**src/rtl/rtc_bank_pkg.sv**
```systemverilog
package rtc_bank_pkg;
  localparam int unsigned ADDR_W = 16;
  localparam int unsigned DATA_W = 8;
  localparam int unsigned ROM_W  = 7;
  localparam int unsigned RAM_W  = 2;
  localparam int unsigned SEC_W  = 6;
  localparam int unsigned HR_W   = 5;
  localparam int unsigned DAY_W  = 9;
  localparam int unsigned CTL_W  = 7;  // control bits 7:1

  typedef enum logic [2:0] {
    REG_SEC = 3'd0, REG_MIN = 3'd1, REG_HR = 3'd2, REG_DAY = 3'd3, REG_CTL = 3'd4
  } rtc_reg_e;

  typedef enum logic [2:0] {
    RGN_ROM = 3'b001, RGN_BANK = 3'b010, RGN_LATCH = 3'b011, RGN_WIN = 3'b101
  } rtc_rgn_e;

  typedef struct packed {
    logic [SEC_W-1:0] sec;
    logic [SEC_W-1:0] min;
    logic [HR_W-1:0]  hr;
    logic [DAY_W-1:0] day;
    logic [CTL_W-1:0] ctl;
  } rtc_time_t;
endpackage

```
**src/rtl/rtc_wrap_stage.sv**
```systemverilog
module rtc_wrap_stage #(
  parameter int unsigned W    = 6,
  parameter int unsigned LAST = 59
) (
  input  logic         clk_i,
  input  logic         rst_ni,
  input  logic         inc_i,
  input  logic         ld_i,
  input  logic [W-1:0] ld_val_i,
  output logic [W-1:0] val_o,
  output logic         carry_o
);
  localparam logic [W-1:0] LastV = LAST[W-1:0];

  logic [W-1:0] val_q;

  assign carry_o = inc_i && (val_q >= LastV);
  assign val_o   = val_q;

  always_ff @(posedge clk_i or negedge rst_ni) begin
    if (!rst_ni)      val_q <= '0;
    else if (ld_i)    val_q <= ld_val_i;
    else if (inc_i)   val_q <= carry_o ? '0 : val_q + 1'b1;
  end
endmodule

```
**src/rtl/rtc_live_counter.sv**
```systemverilog
module rtc_live_counter
  import rtc_bank_pkg::*;
(
  input  logic              clk_i,
  input  logic              rst_ni,
  input  logic              tick_i,
  input  logic              we_i,
  input  rtc_reg_e          idx_i,
  input  logic [DATA_W-1:0] d_i,
  output rtc_time_t         live_o,
  output logic              run_o
);
  logic [DAY_W-1:0] day_q;
  logic [CTL_W-1:0] ctl_q;
  logic             c_sec, c_min, c_hr;

  // halt is control bit 6, stored at ctl_q[5]
  assign run_o = tick_i && !ctl_q[5] && !we_i;

  rtc_wrap_stage #(.W(SEC_W), .LAST(59)) u_sec (
    .clk_i, .rst_ni, .inc_i(run_o), .ld_i(we_i && idx_i == REG_SEC),
    .ld_val_i(d_i[SEC_W-1:0]), .val_o(live_o.sec), .carry_o(c_sec));

  rtc_wrap_stage #(.W(SEC_W), .LAST(59)) u_min (
    .clk_i, .rst_ni, .inc_i(c_sec), .ld_i(we_i && idx_i == REG_MIN),
    .ld_val_i(d_i[SEC_W-1:0]), .val_o(live_o.min), .carry_o(c_min));

  rtc_wrap_stage #(.W(HR_W), .LAST(23)) u_hr (
    .clk_i, .rst_ni, .inc_i(c_min), .ld_i(we_i && idx_i == REG_HR),
    .ld_val_i(d_i[HR_W-1:0]), .val_o(live_o.hr), .carry_o(c_hr));

  always_ff @(posedge clk_i or negedge rst_ni) begin
    if (!rst_ni) begin
      day_q <= '0;
      ctl_q <= '0;
    end else if (we_i) begin
      if (idx_i == REG_DAY) day_q[7:0] <= d_i;
      if (idx_i == REG_CTL) begin
        day_q[DAY_W-1] <= d_i[0];
        ctl_q          <= {ctl_q[CTL_W-1] | d_i[7], d_i[6:1]};
      end
    end else if (c_hr) begin
      if (&day_q) begin
        day_q           <= '0;
        ctl_q[CTL_W-1]  <= 1'b1;
      end else begin
        day_q <= day_q + 1'b1;
      end
    end
  end

  assign live_o.day = day_q;
  assign live_o.ctl = ctl_q;
endmodule

```
**src/rtl/rtc_bank_decode.sv**
```systemverilog
module rtc_bank_decode
  import rtc_bank_pkg::*;
(
  input  logic              clk_i,
  input  logic              rst_ni,
  input  logic              wr_en_i,
  input  logic [ADDR_W-1:0] addr_i,
  input  logic [DATA_W-1:0] wdata_i,
  output logic [ROM_W-1:0]  rom_bank_o,
  output logic [RAM_W-1:0]  ram_bank_o,
  output logic              clk_sel_o,
  output rtc_reg_e          idx_o,
  output logic              latch_o,
  output logic              live_we_o,
  output logic              win_o
);
  logic [2:0] rgn;
  logic       armed_q;
  logic       wr_rom, wr_bank, wr_latch;
  logic       pick_ram, pick_clk;

  assign rgn      = addr_i[ADDR_W-1:ADDR_W-3];
  assign win_o    = (rgn == RGN_WIN);
  assign wr_rom   = wr_en_i && (rgn == RGN_ROM);
  assign wr_bank  = wr_en_i && (rgn == RGN_BANK);
  assign wr_latch = wr_en_i && (rgn == RGN_LATCH);
  assign pick_ram = wdata_i <= 8'h03;
  assign pick_clk = (wdata_i >= 8'h08) && (wdata_i <= 8'h0C);

  assign latch_o   = wr_latch && armed_q && (wdata_i == 8'h01);
  assign live_we_o = wr_en_i && win_o && clk_sel_o;

  always_ff @(posedge clk_i or negedge rst_ni) begin
    if (!rst_ni) begin
      rom_bank_o <= ROM_W'(1);
      ram_bank_o <= '0;
      clk_sel_o  <= 1'b0;
      idx_o      <= REG_SEC;
      armed_q    <= 1'b0;
    end else begin
      if (wr_rom) rom_bank_o <= (wdata_i[ROM_W-1:0] == '0) ? ROM_W'(1) : wdata_i[ROM_W-1:0];
      if (wr_bank && pick_ram) begin
        ram_bank_o <= wdata_i[RAM_W-1:0];
        clk_sel_o  <= 1'b0;
      end
      if (wr_bank && pick_clk) begin
        clk_sel_o <= 1'b1;
        idx_o     <= rtc_reg_e'(wdata_i[2:0] - 3'd0);
      end
      if (wr_latch) armed_q <= (wdata_i == 8'h00);
    end
  end
endmodule

```
**src/rtl/rtc_snapshot.sv**
```systemverilog
module rtc_snapshot
  import rtc_bank_pkg::*;
(
  input  logic              clk_i,
  input  logic              rst_ni,
  input  logic              latch_i,
  input  rtc_time_t         live_i,
  input  rtc_reg_e          idx_i,
  output logic [DATA_W-1:0] snap_o,
  output logic [DATA_W-1:0] cap_sec_o
);
  localparam int unsigned NREG = 5;

  logic [DATA_W-1:0] cap_q [NREG];
  logic [DATA_W-1:0] nxt   [NREG];

  always_comb begin
    nxt[REG_SEC] = DATA_W'(live_i.sec);
    nxt[REG_MIN] = DATA_W'(live_i.min);
    nxt[REG_HR]  = DATA_W'(live_i.hr);
    nxt[REG_DAY] = live_i.day[7:0];
    nxt[REG_CTL] = {live_i.ctl, live_i.day[DAY_W-1]};
  end

  for (genvar g = 0; g < NREG; g++) begin : g_cap
    always_ff @(posedge clk_i or negedge rst_ni) begin
      if (!rst_ni)      cap_q[g] <= '0;
      else if (latch_i) cap_q[g] <= nxt[g];
    end
  end

  always_comb begin
    snap_o = '0;
    if (int'(idx_i) < NREG) snap_o = cap_q[idx_i];
  end

  assign cap_sec_o = cap_q[REG_SEC];
endmodule

```
**src/rtl/rtc_latch_bank.sv**
```systemverilog
module rtc_latch_bank
  import rtc_bank_pkg::*;
(
  input  logic              clk_i,
  input  logic              rst_ni,
  input  logic              wr_en_i,
  input  logic [ADDR_W-1:0] addr_i,
  input  logic [DATA_W-1:0] wdata_i,
  input  logic              tick_i,
  output logic [DATA_W-1:0] rdata_o,
  output logic              clk_sel_o,
  output logic [ROM_W-1:0]  rom_bank_o,
  output logic [RAM_W-1:0]  ram_bank_o
);
  rtc_reg_e          idx;
  logic              latch, live_we, win, run;
  rtc_time_t         live;
  logic [DATA_W-1:0] snap, cap_sec;

  rtc_bank_decode u_dec (
    .clk_i, .rst_ni, .wr_en_i, .addr_i, .wdata_i,
    .rom_bank_o, .ram_bank_o, .clk_sel_o,
    .idx_o(idx), .latch_o(latch), .live_we_o(live_we), .win_o(win));

  rtc_live_counter u_cnt (
    .clk_i, .rst_ni, .tick_i, .we_i(live_we), .idx_i(idx), .d_i(wdata_i),
    .live_o(live), .run_o(run));

  rtc_snapshot u_snap (
    .clk_i, .rst_ni, .latch_i(latch), .live_i(live), .idx_i(idx),
    .snap_o(snap), .cap_sec_o(cap_sec));

  assign rdata_o = (win && clk_sel_o) ? snap : '0;
endmodule

```
**config.mk**
```make
export PLATFORM = sky130hd
export DESIGN_NAME = rtc_latch_bank
export DESIGN_NICKNAME = d
export VERILOG_FILES = /design/src/rtl/rtc_bank_pkg.sv /design/src/rtl/rtc_wrap_stage.sv /design/src/rtl/rtc_live_counter.sv /design/src/rtl/rtc_bank_decode.sv /design/src/rtl/rtc_snapshot.sv /design/src/rtl/rtc_latch_bank.sv
export SDC_FILE = /design/constraint.sdc
export NUM_CORES = 1
export LEC_CHECK = 0
export BUFFER_PORTS_ARGS = -buffer_cell sky130_fd_sc_hd__buf_2
export CORE_UTILIZATION = 35
export DETAILED_ROUTE_END_ITERATION = 7
export SYNTH_ARGS = -nofsm -noshare
export SYNTH_HDL_FRONTEND = slang
export SYNTH_HIERARCHICAL = 1
export SYNTH_SLANG_ARGS = --single-unit
```
**constraint.sdc**
```tcl
create_clock -name clk_i -period 3.32 [get_ports clk_i]
set_input_delay 0.332 -clock clk_i [delete_from_list [all_inputs] [get_ports clk_i]]
set_output_delay 0.332 -clock clk_i [all_outputs]
set_load 0.01 [all_outputs]
```
==> results of run 1 <==
## sequential cells by signal, summed over array words and instances, names as in the netlist
register           cells
u_cnt/ctl_q            7
u_cnt/day_q            9
u_cnt/u_hr/val_o       5
u_cnt/u_min/val_o      6
u_cnt/u_sec/val_o      6
u_dec/armed_q          1
u_dec/clk_sel_o        1
u_dec/idx_o            3
u_dec/ram_bank_o       2
u_dec/rom_bank_o       7
u_snap/cap_q          27
u_snap/cap_sec_o       6
## final timing paths
kind                                       endpoint  slack (ns)  depth (start not counted)
worst max-delay path                 u_cnt/day_q[1]        0.36                         12
worst min-delay path                 u_cnt/day_q[5]        0.13                          1
worst max register to register       u_cnt/day_q[1]        0.36                         12
worst min register to register       u_cnt/ctl_q[6]        0.46                          1
max in group asynchronous            u_cnt/ctl_q[0]        2.47                          1
min in group clk_i              u_dec/rom_bank_o[6]        0.36                          2
## final cells by class
| class | count | share of cell area (%) |
|---|---|---|
| multi-input combinational | 273 | 44.0 |
| clock inverter | 7 | 1.46 |
| sequential | 80 | 40.3 |
| inverter | 10 | 0.755 |
| clock buffer | 9 | 4.53 |
| tap | 168 | 4.23 |
| timing repair buffer | 42 | 4.78 |
## report_power, final
group	internal [mW]	switching [mW]	total, mW	leakage, nW
clock network	0.582	0.403	0.985	0.141
logic	0.136	0.170	0.306	1.05
registers	1.04	0.0942	1.14	1.07
## critical path: stages, from the launching register on
cell,delay (ns)
sky130_fd_sc_hd__dfrtp_1,0.51
sky130_fd_sc_hd__and3_1,0.27
sky130_fd_sc_hd__nor3b_2,0.29
sky130_fd_sc_hd__nand4_2,0.18
sky130_fd_sc_hd__nor2_4,0.16
sky130_fd_sc_hd__nand4_2,0.15
sky130_fd_sc_hd__nor2_4,0.16
sky130_fd_sc_hd__inv_2,0.08
sky130_fd_sc_hd__nor3_2,0.27
sky130_fd_sc_hd__nand2b_1,0.17
sky130_fd_sc_hd__and2_1,0.27
sky130_fd_sc_hd__a221oi_1,0.27
sky130_fd_sc_hd__nor2_1,0.07
## metal layers
layer / global-route usage, % / share of wire (%) / up-vias
met5: 0 / 0 / -
met4: 6.05 / 1.9 / 0
met3: 3.29 / 4.3 / 11
met2: 27.1 / 47 / 71
met1: 23.4 / 46 / 1652
li1: - / - / 1507
## per-stage QoR
| stage | hold WS (ns) | std cells | area [um2] |
|---|---|---|---|
| 4_1_cts | 0.223 | 589 | 4970 |
| 3_3_place_gp | 0.447 | 573 | 4680 |
| 6_report | 0.132 | 589 | 4970 |
| 2_1_floorplan | 0.0364 | 384 | 4360 |
| 5_1_grt | 0.262 | 589 | 4970 |
| 3_5_place_dp | 0.451 | 573 | 4680 |
## cell usage in the layout (no fill, tap or decap), drive strengths merged, types with 7 or more instances in the layout
master	n
o21ai	15
inv	10
o31ai	7
nand3	8
nand2	18
mux2i	9
dfrtp	79
and3	12
mux2	54
nor2	24
nor3	14
clkbuf	9
buf	42
a21oi	20
==> results.yml, run 1 <==
status:
  status: "complete, no violations"
floorplanning:
  die_h_um: 113
  die_area_mm2: 0.0129
  top_level_ports: 46
  floorplan.initialDensity_pct: 36.0
  core_area_mm2: 0.0121
  number_of_core_rows: 40
  die_width_um: 113
timing:
  finalCriticalPeriod_ns: 2.96
  setup_viol_count_final: 0
  max_slew.worst_pin.slew_ns: 1.03
  timing.final.ws_setup_ns: 0.365
  final-max-slew-violation-count: 0
  max-slew-margin-rel_pct: 31.0
  grt_setup_unrepaired: "no"
  fmax_mhz: 338
  skew_final_ns: 0.00629
  min_period_over_period_pct: 89.0
  fin_setup_tns_ns: 0
  final_hold_viols: 0
power:
  cellLeakagePower_nw: 2.27
  power_mw: 2.43
  powerDensity_mw_per_mm2: 488
  irDropWorstVdd_mv: 0.247
layout:
  areaGrowthSynthToFinish_pct: 14.6
  fin_nets: 450
  n_diodes: 0
  multiInputGateArea_mm2: 0.00219
  layout.area.seq_mm2: 0.00200
  fillCellCount: 1148
  post_route_cells_drive_above_1_share_pct: 32.5
  finish.utilization_pct: 41.2
routing:
  detail-route-antenna-nets: 0
  drc_errors: 0
  router_iterations_before_antenna_repair: 5
  drt_wl_total_mm: 10.3
  detail_route.iter0.violations: 240
  detail_route.vias_per_cell: 5.50
  route.vias.total: 3241
  avgRoutedWirePerCell_um: 17.5
global_routing:
  grt_first_pass_wirelength_mm: 16.9
  grt.total_usage_pct: 17.1
  grt_antenna_before_repair: 0
  overflow: 0
  maximum_number_of_pins_on_one_net_before_global_route_repair: 81
  grt_pass1_vias: 3046
cts:
  ctsHtreeMaxLevel: 3
  clk_root_buffer_cell: "sky130_fd_sc_hd__clkbuf_16"
  cts_buffer_depth: 2
  tritoncts: "yes"
  insertion_delay_ns: 0.33
  holdBufCountCts: 0
  post_cts_resize_count: 0
  postCtsSetupBuffers: 0
  post_cts_clock_slew_at_the_launch_and_capture_registers_of_the_worst_setup_and_hold_paths_ns: 0.06
  cts_buffers: 9
  cts.sinks: 80
job:
  cap_viol_max_count: 0
setup_path:
  worstReg2RegStart: "u_dec/clk_sel_o"
  timing.critical_path.to_type: "flop"
  worst_setup_path_startpoint: "u_dec/clk_sel_o"
  critical_path_arrival_ns: 3.17
  critical_path_peak_fanout: 11
  worstSetupStartpointType: "flop"
  crit_required_ns: 3.54
  worstSetupPathType: "reg -> reg"
hold_path:
  class_of_the_most_critical_hold_timing_path: "in -> async"
yosys:
  postSynthCellCount: 384
  average_footprint_of_a_synthesized_cell_um2: 11.3
  mappedNetlistNets: 418
  synthesis.yosys.warnings: 6
  synth_area_mm2: 0.00434
placement:
  dp_hpwl_mm: 6.88
  dpl_worst_slack_ns: 0.318
  io_buffers: 32
  gp_routability_congestion: 0.813
Power figures use the tool's default switching activity.
==> run 2: changes to the inputs <==
--- a/config.mk
+++ b/config.mk
@@ -6,8 +6,9 @@
 export NUM_CORES = 1
 export LEC_CHECK = 0
 export BUFFER_PORTS_ARGS = -buffer_cell sky130_fd_sc_hd__buf_2
-export CORE_UTILIZATION = 35
+export CORE_UTILIZATION = 53
 export DETAILED_ROUTE_END_ITERATION = 7
+export PLACE_DENSITY = 0.76
 export SYNTH_ARGS = -nofsm -noshare
 export SYNTH_HDL_FRONTEND = slang
 export SYNTH_HIERARCHICAL = 1
==> results.yml, run 2 (synthesis gave the netlist of run 1 again) <==
global_routing:
  grt.total_usage_pct: 24.9
  grt_first_pass_wirelength_mm: 16.2
  grt_antenna_before_repair: 0
  maximum_number_of_pins_on_one_net_before_global_route_repair: 81
  overflow: 0
  grt_pass1_vias: 3220
power:
  cellLeakagePower_nw: 2.24
  irDropWorstVdd_mv: 0.457
  powerDensity_mw_per_mm2: 468
cts:
  cts_buffer_depth: 2
  cts_buffers: 9
  insertion_delay_ns: 0.35
  postCtsSetupBuffers: 0
  tritoncts: "yes"
  cts.sinks: 80
  post_cts_resize_count: 0
  clk_root_buffer_cell: "sky130_fd_sc_hd__clkbuf_8"
  holdBufCountCts: 0
  post_cts_clock_slew_at_the_launch_and_capture_registers_of_the_worst_setup_and_hold_paths_ns: 0.08
  ctsHtreeMaxLevel: 3
setup_path:
  crit_required_ns: 3.56
  worstSetupStartpointType: "flop"
  timing.critical_path.to_type: "flop"
  critical_path_peak_fanout: 11
  critical_path_arrival_ns: 3.12
  rr_endpoint: "u_cnt/day_q[1]"
  reg2reg_slack_ns: 0.43
  worstReg2RegStart: "u_dec/clk_sel_o"
  worstSetupPathType: "reg -> reg"
  r2r_depth: 12
layout:
  finish.utilization_pct: 61.7
  fin_nets: 450
  areaGrowthSynthToFinish_pct: 11.0
  layout.area.seq_mm2: 0.00200
  multiInputGateArea_mm2: 0.00219
  fillCellCount: 633
  post_route_cells_drive_above_1_share_pct: 32.1
  largest_register_by_flop_count: "u_snap/cap_q"
  n_diodes: 0
  most-common-layout-cells: "sky130_fd_sc_hd__dfrtp_1 (79), sky130_fd_sc_hd__mux2_2 (45), sky130_fd_sc_hd__buf_2 (31), sky130_fd_sc_hd__nor2_1 (22), sky130_fd_sc_hd__a21oi_1 (20)"
  top_regs: "u_snap/cap_q x27, u_cnt/day_q x9"
  layout_commonest_cell: "sky130_fd_sc_hd__dfrtp_1"
  largest_register_ffs: 27
routing:
  avgRoutedWirePerCell_um: 19.1
  drc_errors: 0
  detail-route-antenna-nets: 0
  drt_wl_total_mm: 9.99
  router_iterations_before_antenna_repair: 4
  detail_route.vias_per_cell: 6.20
  detail_route.iter0.violations: 223
  route.vias.total: 3240
floorplanning:
  die_h_um: 92.5
  die_width_um: 92.5
  number_of_core_rows: 32
  floorplan.initialDensity_pct: 55.6
  core_area_mm2: 0.00781
  top_level_ports: 46
  die_area_mm2: 0.00856
hold_path:
  class_of_the_most_critical_hold_timing_path: "in -> async"
timing:
  timing.final.ws_setup_ns: 0.435
  fin_setup_tns_ns: 0
  finalCriticalPeriod_ns: 2.89
  fmax_mhz: 347
  setup_viol_count_final: 0
  max_slew.worst_pin.slew_ns: 0.990
  min_period_over_period_pct: 86.9
  max-slew-margin-rel_pct: 34.0
  final-max-slew-violation-count: 0
  final_hold_viols: 0
  skew_final_ns: 0.00885
  grt_setup_unrepaired: "no"
status:
  status: "complete, no violations"
placement:
  dp_hpwl_mm: 6.61
  gp_routability_congestion: 0.921
  dpl_worst_slack_ns: 0.334
  io_buffers: 32
job:
  cap_viol_max_count: 0
-- run 2: area by class of cell --
type | instances | area share, %
repair buffers | 42 | 4.93
clock buffers | 13 | 3.30
multi-input cells | 273 | 45.4
inverters | 10 | 0.779
flip-flops and latches | 80 | 41.6
well taps | 102 | 2.65
clock inverters | 3 | 1.35
-- run 2: per-layer routing --
layer	vias to the layer above	global-route usage, %	part of all wire [%]
met5	-	0	0
met1	1647	34.9	47
met3	14	5.25	4.0
li1	1508	-	-
met2	71	38.5	48
met4	0	8.33	1.7
-- run 2: worst max-delay path: stages (launching register included) --
cell and delay (ns):
sky130_fd_sc_hd__dfrtp_1 0.51, sky130_fd_sc_hd__and3_1 0.26, sky130_fd_sc_hd__nor3b_2 0.26, sky130_fd_sc_hd__nand4_2 0.17, sky130_fd_sc_hd__nor2_4 0.15, sky130_fd_sc_hd__nand4_2 0.15
sky130_fd_sc_hd__nor2_4 0.16, sky130_fd_sc_hd__inv_2 0.08, sky130_fd_sc_hd__nor3_2 0.25, sky130_fd_sc_hd__nand2b_1 0.17, sky130_fd_sc_hd__and2_1 0.27, sky130_fd_sc_hd__a221oi_1 0.26
sky130_fd_sc_hd__nor2_1 0.08
-- run 2: power by group --
part | internal (mW) | switching [mW]
clock | 0.465 | 0.345
sequential | 1.04 | 0.0957
combinational | 0.137 | 0.171
total | 1.64 | 0.612
-- run 2: how the worst max path moves through the flow --
stage / startpoint / endpoint / slack [ns] / cells after the start
floorplan: addr_i[15] / u_cnt/day_q[1] / 0.004 / 18
global placement: addr_i[15] / u_cnt/day_q[1] / 0.41 / 14
detailed placement: addr_i[15] / u_cnt/day_q[1] / 0.33 / 14
CTS: u_dec/clk_sel_o / u_cnt/day_q[1] / 0.43 / 12
global route: u_dec/clk_sel_o / u_cnt/day_q[3] / 0.27 / 12
finish: u_dec/clk_sel_o / u_cnt/day_q[1] / 0.43 / 12
-- run 2: through the flow --
stage | area, um2 | hold slack [ns] | power [mW] | std cells
2_1_floorplan | 4360 | 0.0364 | 1.34 | 384
3_3_place_gp | 4590 | 0.445 | 1.44 | 507
3_5_place_dp | 4590 | 0.448 | 1.46 | 507
4_1_cts | 4820 | 0.166 | 2.27 | 523
5_1_grt | 4820 | 0.223 | 2.34 | 523
6_report | 4820 | 0.136 | 2.25 | 523
==> run 3: changes to the inputs <==
--- a/config.mk
+++ b/config.mk
@@ -5,10 +5,10 @@
 export SDC_FILE = /design/constraint.sdc
 export NUM_CORES = 1
 export LEC_CHECK = 0
-export BUFFER_PORTS_ARGS = -buffer_cell sky130_fd_sc_hd__buf_2
-export CORE_UTILIZATION = 53
+export CORE_UTILIZATION = 54
 export DETAILED_ROUTE_END_ITERATION = 7
-export PLACE_DENSITY = 0.76
+export DONT_BUFFER_PORTS = 1
+export PLACE_DENSITY = 0.72
 export SYNTH_ARGS = -nofsm -noshare
 export SYNTH_HDL_FRONTEND = slang
 export SYNTH_HIERARCHICAL = 1
==> results.yml, run 3 (synthesis gave the netlist of run 1 again) <==
global_routing:
  grt.total_usage_pct: 25.6
  grt_use_met1_pct: 36.3
  global_route.usage.met2_pct: 38.5
  overflow: 0
  grt_first_pass_wirelength_mm: 16.3
  grt_antenna_before_repair: 0
  most_used_routing_layer: "met2"
  grtUsageMet3_pct: 4.89
  grt_pass1_vias: 3087
  maximum_number_of_pins_on_one_net_before_global_route_repair: 81
floorplanning:
  top_level_ports: 46
  die_width_um: 91.7
  floorplan.initialDensity_pct: 55.9
  die_area_mm2: 0.00840
  die_h_um: 91.7
  core_area_mm2: 0.00777
  number_of_core_rows: 32
timing:
  final_hold_viols: 0
  grt_setup_unrepaired: "no"
  max-slew-margin-rel_pct: 51.4
  max_slew.worst_pin.slew_ns: 0.729
  fin_setup_tns_ns: 0
  setup_viol_count_final: 0
  finalCriticalPeriod_ns: 2.69
  skew_final_ns: 0.00776
  min_period_over_period_pct: 80.9
  fmax_mhz: 372
  hold_slack_ns: 0.0731
  final-max-slew-violation-count: 0
setup_path:
  worstReg2RegStart: "u_dec/clk_sel_o"
  r2r_depth: 12
  reg2reg_slack_ns: 0.63
  worstSetupStartpointType: "flop"
  worstSetupPathType: "reg -> reg"
  timing.critical_path.to_type: "flop"
  crit_required_ns: 3.57
  rr_endpoint: "u_cnt/day_q[1]"
  critical_path_peak_fanout: 8
  critical_path_arrival_ns: 2.93
routing:
  detail_route.vias_per_cell: 6.45
  router_iterations_before_antenna_repair: 4
  detail-route-antenna-nets: 0
  drt_wl_total_mm: 9.94
  drc_errors: 0
  avgRoutedWirePerCell_um: 20.2
  detail_route.iter0.violations: 213
  route.vias.total: 3178
cts:
  post_cts_clock_slew_at_the_launch_and_capture_registers_of_the_worst_setup_and_hold_paths_ns: 0.09
  cts_buffer_depth: 2
  holdBufCountCts: 2
  tritoncts: "yes"
  insertion_delay_ns: 0.36
  clk_root_buffer_cell: "sky130_fd_sc_hd__clkbuf_8"
  cts.sinks: 80
  postCtsSetupBuffers: 0
  post_cts_resize_count: 0
  ctsHtreeMaxLevel: 3
  cts_buffers: 9
layout:
  post_route_cells_drive_above_1_share_pct: 27.1
  most-common-layout-cells: "sky130_fd_sc_hd__dfrtp_1 (79), sky130_fd_sc_hd__mux2_2 (45), sky130_fd_sc_hd__nor2_1 (22), sky130_fd_sc_hd__a21oi_1 (20), sky130_fd_sc_hd__nand2_1 (18)"
  layout.area.seq_mm2: 0.00200
  finish.utilization_pct: 59.9
  fin_nets: 420
  layout_commonest_cell: "sky130_fd_sc_hd__dfrtp_1"
  areaGrowthSynthToFinish_pct: 7.18
  top_regs: "u_snap/cap_q x27, u_cnt/day_q x9"
  post_layout_nonfiller_instances: 493
  fillCellCount: 630
  multiInputGateArea_mm2: 0.00219
  n_diodes: 0
  largest_register_by_flop_count: "u_snap/cap_q"
  largest_register_ffs: 27
hold_path:
  class_of_the_most_critical_hold_timing_path: "in -> reg"
  whs_endpoint: "u_dec/armed_q"
  hold_path.startpoint: "wdata_i[0]"
  number_of_cells_traversed_by_the_worst_hold_path: 1
placement:
  dp_hpwl_mm: 6.73
  gp_routability_congestion: 0.844
  io_buffers: 0
  dp_cells: 475
power:
  irDropWorstVdd_mv: 0.276
  cellLeakagePower_nw: 2.09
  powerDensity_mw_per_mm2: 448
  power_mw: 2.09
job:
  cap_viol_max_count: 0
status:
  status: "complete, no violations"
[run 3: cell count changes in the layout (fill, tap and decap cells not counted), moves of 2 or more]
cell	delta
sky130_fd_sc_hd__buf_2	-31
sky130_fd_sc_hd__bufinv_16	-2
sky130_fd_sc_hd__clkbuf_1	-2
sky130_fd_sc_hd__clkbuf_8	-2
sky130_fd_sc_hd__inv_6	+5
[run 3: power by group]
part | internal, mW | leakage, nW | switching, mW
logic | 0.121 | 0.925 | 0.136
registers | 1.04 | 1.07 | 0.109
clock network | 0.286 | 0.0916 | 0.392
total | 1.45 | 2.09 | 0.637
[run 3: worst max-delay path by stage]
stage | from | end | slack (ns) | depth (start not counted)
after CTS | u_dec/clk_sel_o | u_cnt/day_q[1] | 0.61 | 12
after floorplan | addr_i[15] | u_cnt/day_q[1] | 0.004 | 18
final | u_dec/clk_sel_o | u_cnt/day_q[1] | 0.63 | 12
after detailed placement | addr_i[15] | u_cnt/day_q[1] | 0.34 | 13
after global placement | addr_i[15] | u_cnt/day_q[1] | 0.40 | 13
after global routing | u_dec/clk_sel_o | u_cnt/day_q[1] | 0.39 | 12
[run 3: area by class of cell]
class | count | area share, %
Tap cell | 102 | 2.74
Clock inverter | 7 | 1.29
Timing Repair Buffer | 12 | 2.42
Multi-Input combinational cell | 273 | 47.0
Clock buffer | 9 | 2.66
Inverter | 10 | 0.807
Sequential cell | 80 | 43.0
[run 3: through the flow]
| step | cell area [um2] | setup slack (ns) |
|---|---|---|
| floorplan | 4360 | 0.00383 |
| global route | 4650 | 0.388 |
| finish | 4650 | 0.633 |
| global placement | 4430 | 0.397 |
| detailed placement | 4430 | 0.338 |
| CTS | 4650 | 0.611 |
[run 3: worst max-delay path, stage by stage (launching register included)]
cell and delay [ns]:
sky130_fd_sc_hd__dfrtp_1 0.39, sky130_fd_sc_hd__and3_1 0.22, sky130_fd_sc_hd__nor3b_2 0.28, sky130_fd_sc_hd__nand4_2 0.18, sky130_fd_sc_hd__nor2_4 0.16, sky130_fd_sc_hd__nand4_2 0.16, sky130_fd_sc_hd__nor2_4 0.16, sky130_fd_sc_hd__inv_2 0.07
sky130_fd_sc_hd__nor3_2 0.24, sky130_fd_sc_hd__nand2b_1 0.15, sky130_fd_sc_hd__and2_1 0.26, sky130_fd_sc_hd__a221oi_1 0.24, sky130_fd_sc_hd__nor2_1 0.06
[run 3: per-layer routing]
| layer | vias to the layer above | routed length (um) |
|---|---|---|
| met5 | - | 0 |
| met4 | 0 | 230 |
| met1 | 1607 | 4450 |
| met3 | 16 | 615 |
| li1 | 1452 | - |
| met2 | 103 | 4640 |
